`src/rtl/pwm_reload_ctrl.sv`:
```
module pwm_reload_ctrl #(
  parameter int DW   = 16,
  parameter int NVAL = 6,
  parameter int PSW  = 3,
  parameter int FW   = 4
) (
  input  logic               clk,
  input  logic               rst_n,
  input  logic               ldok_set,
  input  logic               ldok_clr,
  input  logic               half_evt,
  input  logic               full_evt,
  input  logic               master_reload,
  input  logic [1:0]         cfg_point,
  input  logic [FW-1:0]      cfg_freq,
  input  logic               cfg_master,
  input  logic               shd_wr,
  input  logic [PSW-1:0]     shd_presc,
  input  logic [DW-1:0]      shd_init,
  input  logic [NVAL*DW-1:0] shd_val,
  input  logic [1:0]         flag_clr,
  output logic [PSW-1:0]     act_presc,
  output logic [DW-1:0]      act_init,
  output logic [NVAL*DW-1:0] act_val,
  output logic               ldok,
  output logic               reload_stb,
  output logic               reload_flag,
  output logic               err_flag
);

  localparam int VW = NVAL * DW;

  logic [FW-1:0] opp_cnt;
  logic          dirty;

  // reload opportunity from the local counter
  wire opp_hit  = (cfg_point == 2'd1 && half_evt) ||
                  (cfg_point == 2'd2 && full_evt) ||
                  (cfg_point == 2'd3 && (half_evt || full_evt));
  wire cnt_full = opp_cnt >= cfg_freq;
  wire local_pt = (cfg_point == 2'd0) ? ldok : (opp_hit && cnt_full);
  wire rpt      = cfg_master ? master_reload : local_pt;
  wire xfer     = rpt && ldok;

  always_ff @(posedge clk or negedge rst_n) begin
    if (!rst_n) begin
      opp_cnt <= '0;
    end else if (ldok_set) begin
      opp_cnt <= '0;
    end else if (opp_hit) begin
      opp_cnt <= cnt_full ? '0 : opp_cnt + 1'b1;
    end
  end

  always_ff @(posedge clk or negedge rst_n) begin
    if (!rst_n) begin
      ldok <= 1'b0;
    end else if (ldok_clr) begin
      ldok <= 1'b0;
    end else if (ldok_set) begin
      ldok <= 1'b1;
    end else if (xfer) begin
      ldok <= 1'b0;
    end
  end

  always_ff @(posedge clk or negedge rst_n) begin
    if (!rst_n) begin
      act_presc <= '0;
      act_init  <= '0;
      act_val   <= '0;
    end else if (xfer) begin
      act_presc <= shd_presc;
      act_init  <= shd_init;
      act_val   <= shd_val[VW-1:0];
    end
  end

  always_ff @(posedge clk or negedge rst_n) begin
    if (!rst_n) begin
      dirty       <= 1'b0;
      reload_stb  <= 1'b0;
      reload_flag <= 1'b0;
      err_flag    <= 1'b0;
    end else begin
      dirty       <= shd_wr || (dirty && !xfer);
      reload_stb  <= rpt;
      reload_flag <= rpt || (reload_flag && !flag_clr[0]);
      err_flag    <= (rpt && !ldok && dirty) || (err_flag && !flag_clr[1]);
    end
  end

  p_hold_r2: assert property (@(posedge clk) disable iff (!rst_n)
    !ldok |=> ($stable(act_val) && $stable(act_init) && $stable(act_presc)));

  p_clr_wins_r7: assert property (@(posedge clk) disable iff (!rst_n)
    ldok_clr |=> !ldok);

  p_autoclr_r8: assert property (@(posedge clk) disable iff (!rst_n)
    (xfer && !ldok_set) |=> !ldok);

  p_master_only_r6: assert property (@(posedge clk) disable iff (!rst_n)
    (cfg_master && !master_reload) |=> !reload_stb);

  p_stb_flag_r9: assert property (@(posedge clk) disable iff (!rst_n)
    reload_stb |-> reload_flag);

  p_err_cause_r10: assert property (@(posedge clk) disable iff (!rst_n)
    $rose(err_flag) |-> ($past(!ldok) && $past(dirty)));

endmodule

```
`config.mk`:
```
export PLATFORM = sky130hd
export DESIGN_NAME = pwm_reload_ctrl
export DESIGN_NICKNAME = d
export VERILOG_FILES = /design/src/rtl/pwm_reload_ctrl.sv
export SDC_FILE = /design/constraint.sdc
export NUM_CORES = 1
export LEC_CHECK = 0
export BUFFER_PORTS_ARGS = -buffer_cell sky130_fd_sc_hd__clkbuf_2
export CAP_MARGIN = 25
export CORE_MARGIN = 2
export CORE_UTILIZATION = 45
export DETAILED_ROUTE_END_ITERATION = 12
export HOLD_SLACK_MARGIN = 0.02
export PLACE_DENSITY = 0.81
export SLEW_MARGIN = 20
export SYNTH_ARGS = -nofsm -noshare
export SYNTH_HDL_FRONTEND = slang
export SYNTH_SLANG_ARGS = --single-unit
```
`constraint.sdc`:
```
create_clock -name clk -period 4.5 [get_ports clk]
set_clock_uncertainty 0.15 [all_clocks]
set_input_delay 1.125 -clock clk [delete_from_list [all_inputs] [get_ports clk]]
set_output_delay 1.125 -clock clk [all_outputs]
set_load 0.01 [all_outputs]
```
# [Word level (Yosys, flattened, before mapping)]
# Index checks and enable logic that the tools add are counted.
[classes] n_addsub=1 mul=0 div=0 magnitude_cmp=1 n_eq_ne=3 n_shift=0 muxes=8 bitwise=0 n_reduce_logical=23
[ops] operator="$mux 4" n=3
[ops] operator="$logic_and 1x1->1" n=10
[ops] operator="$logic_or 1x1->1" n=6
[ops] operator="$mux 1" n=5
[ops] operator="$add 4x1->4 const B" n=1
[ops] operator="$eq 2x2->1 const B" n=2
[ops] operator="$ge 4x4->1" n=1
[ops] operator="$logic_not 1->1" n=4
[ops] operator="$reduce_bool 3->1" n=1
[ops] operator="$eq 2x1->1 const B" n=1
[ops] operator="$logic_not 2->1" n=1
[ops] operator="$reduce_bool 2->1" n=1
[totals] regBits=124 latchBits=0 ramBits=0 romBits=0 input_bits=132 output_inout_bits=119 mem_count=0

# [Depth between registers and ports, before layout]
[logic_depth] word_depth=11 ltp_mapped=9 depth_no_buf=6

# [Least setup slack after synthesis]
# OpenSTA, ideal clock, no wires.
[synth_path] path_type="input to register" from="input port cfg_freq[0]" to="register reload_flag" setup_ns=0.139 arrival_time_ns=2.699 required_ns=4.211 path_slack_ns=1.513 cell_stages=8 cell_sequence="ha_1 or3b_4 a221o_1 a21boi_1 buf_4 buf_6 buf_6 o22ai_1"
[synth_between] elab_chain_len=5
[synth_rtl] item="start, declared" line_no="15" source="input logic [FW-1:0] cfg_freq,"
[synth_rtl] item="$ge 4x4->1" line_no="40" source="wire cnt_full = opp_cnt >= cfg_freq;"
[synth_rtl] item="$logic_and 1x1->1" line_no="41" source="wire local_pt = (cfg_point == 2'd0) ? ldok : (opp_hit && cnt_full);"
[synth_rtl] item="$mux 1" line_no="41"
[synth_rtl] item="$mux 1" line_no="42" source="wire rpt = cfg_master ? master_reload : local_pt;"
[synth_rtl] item="$logic_or 1x1->1" line_no="88" source="reload_flag <= rpt || (reload_flag && !flag_clr[0]);"
[synth_rtl] item="end signal, assigned" line_no="88"
[synth_rtl] item="end, declared" line_no="27" source="output logic reload_flag,"
# Every way passes these cells.
# A chain may end at the register's enable or synchronous reset.

# [Worst setup path after layout]
[layout_path] from="input port cfg_freq[0]" to="register act_init[4]"
[layout_between] elab_chain_len=5
[layout_rtl] item="$ge 4x4->1" line_no="40"
[layout_rtl] item="$logic_and 1x1->1" line_no="41"
[layout_rtl] item="$mux 1" line_no="41"
[layout_rtl] item="$mux 1" line_no="42"
[layout_rtl] item="$logic_and 1x1->1" line_no="43" source="wire xfer = rpt && ldok;"
[layout_rtl] item="end signal, assigned" line_no="74" source="act_init <= shd_init;"
[layout_rtl] item="end, declared" line_no="23" source="output logic [DW-1:0] act_init,"
# Every way passes these cells.

==> results.json <==
{
  "ys_top_cells_by_count": "dfrtp_1 (124), inv_1 (122), o211ai_1 (116), o41ai_1 (116), clkbuf_1 (51)",
  "area_growth_pct": 31.9,
  "synth_cell_type_count": 32,
  "rsz0062_at_grt": "false",
  "dr.pass1.iters": 5,
  "grt_max_degree": 117,
  "row_count": 42,
  "synth_seq_cells": 124,
  "grtUsageTotal_pct": 23.6,
  "holdBufCountCts": 0,
  "p_total_mw": 3.96,
  "cp.arrival_ns": 3.22,
  "antenna_found_initial": 0,
  "antennaDiodeCount": 0,
  "max_freq_mhz": 322,
  "n_fill_cell": 1125,
  "syn_inst": 598,
  "die_w_um": 120,
  "cts.reportedPaths.clkPinSlew_ns": 0.06,
  "vias": 5740,
  "end_kind": "flop",
  "clkLatencyLatePin_ns": 0.41,
  "ant_nets": 0,
  "tns_ns": 0,
  "cts_buffer_depth": 2,
  "final.period_utilization_pct": 69.1,
  "grt_pass1_vias": 5434,
  "status": "finished, final reports clean",
  "yosysSeqAreaShare_pct": 50.9,
  "drc": 0,
  "drv_cap": 0,
  "cts_htree_levels": 4,
  "clock-sinks": 124,
  "synth-edff-count": 0,
  "postCtsSetupBuffers": 0,
  "wl_mm": 17.3,
  "final-hold-violation-count": 0,
  "grt_pass1_wl_mm": 27.6,
  "cts_tree": "built",
  "post-place-ws_ns": 1.01,
  "cts_resized": 0,
  "p_leak_nw": 4.11,
  "yosysMostFrequentCell": "dfrtp_1",
  "die_y_um": 120,
  "wl_per_cell_um": 17.4,
  "max-vdd-ir-drop_uv": 220,
  "first_iter_violations": 466,
  "initial_core_util_pct": 46.0,
  "core_area_sq_um": 13200,
  "crit_type": "in2reg",
  "holdCritPathClass": "reg2reg",
  "cts_made_buffers": 17,
  "gp_congestion": 0.836,
  "worstPathMaxFanout": 64,
  "viasPerCell": 5.79,
  "slew_headroom_pct": 38.0,
  "synth_warnings": 0,
  "syn_area_sq_um": 6100,
  "setup_ws_ns": 1.39,
  "final.min_clock_period_ns": 3.11,
  "powerDensity_nw_per_um2": 492,
  "cp-start-kind": "primary input",
  "die_area_sq_um": 14500,
  "regArea_sq_um": 3100,
  "layout-drive-gt1-share_pct": 36.3,
  "nets": 939,
  "io_pins": 251,
  "setup_violations": 0,
  "multi_input_area_sq_um": 2250,
  "overflow": 0,
  "synth_area_per_cell_sq_um": 10.2,
  "fin_util_pct": 60.7,
  "synthFlopType": "dfrtp_1",
  "synth-async-reset-ratio_pct": 100,
  "synthTopCellsByArea": "dfrtp_1 (51%), o41ai_1 (17%), o211ai_1 (14%)",
  "cp.required_ns": 4.62,
  "drv_slew": 0,
  "clock-root-buffer": "clkbuf_16",
  "io_buffers": 250,
  "synthesis.nets": 735,
  "synth_top_cell_by_area": "dfrtp_1",
  "synth_top_area_share_pct": 50.9,
  "worst_slew_pin_slew_ns": 0.930,
  "hpwl_mm": 10.7
}
[metal layers]
layer	share of wire, %	vias to the layer above	track usage, %
met3	6.5	33	5.19
li1	-	2669	-
met4	2.5	0	10.1
met5	0	-	0
met2	48	252	37.0
met1	43	2786	31.8
[flip-flops by register name (all words and copies together) (netlist names)]
signal	count
act_presc	3
act_init	16
opp_cnt	4
dirty	1
err_flag	1
act_val	96
reload_stb	1
ldok	1
reload_flag	1
[area by class of cell]
cell class,count,share of cell area (%)
flip-flops and latches,124,38.6
multi-input cells,275,27.9
repair buffers,261,17.2
clock buffers,27,6.50
inverters,123,5.76
well taps,176,2.74
clock inverters,5,1.28
[worst max-delay path, stage by stage]
cell	delay, ns
clkbuf_2	0.08
ha_1	0.28
or3b_4	0.42
a221o_1	0.36
a21boi_4	0.17
buf_4	0.56
o41ai_1	0.17
[stage by stage]
step,cells,hold slack (ns),area [sq um]
finish,991,0.345,8040
global route,991,0.374,8040
CTS,991,0.343,8040
detailed placement,959,0.328,7420
global placement,959,0.341,7420
floorplan,598,0.344,6100
[cell families after synthesis]
family | Yosys count | share of synthesized area (%)
compound gates | 248 | 33.0
buf+inv | 199 | 13.1
flops | 124 | 50.9
fa+ha+maj | 5 | 1.03
simple gates | 22 | 1.99
[cells in the final DEF, fill, tap and decap left out, types with 4 or more instances in the layout]
| master | instances |
|---|---|
| buf_4 | 8 |
| a21oi_1 | 5 |
| dfrtp_1 | 124 |
| ha_1 | 5 |
| clkbuf_2 | 249 |
| inv_1 | 122 |
| nand2_1 | 4 |
| o41ai_1 | 116 |
| clkbuf_1 | 4 |
| clkbuf_16 | 17 |
| o211ai_1 | 116 |
| buf_12 | 4 |
| clkbuf_8 | 6 |
[final timing paths]
path	startpoint	endpoint	slack [ns]	cells past startpoint
worst max-delay path	cfg_freq[0]	act_init[4]$_DFFE_PN0P_	1.39	7
worst min-delay path	err_flag$_DFF_PN0_	err_flag$_DFF_PN0_	0.35	2
worst max register to register	opp_cnt[0]$_DFFE_PN0P_	act_init[4]$_DFFE_PN0P_	1.71	7
worst min register to register	err_flag$_DFF_PN0_	err_flag$_DFF_PN0_	0.35	2
max in group asynchronous	rst_n	act_val[53]$_DFFE_PN0P_	2.77	2
min in group asynchronous	rst_n	act_init[6]$_DFFE_PN0P_	0.61	1
[power by group]
group	switching [mW]	internal (mW)	leakage, nW
clock	0.471	0.959	0.304
sequential	0.154	1.37	1.57
combinational	0.558	0.441	2.24
total	1.18	2.77	4.11
Note: power is estimated with default switching activity, not from simulation.
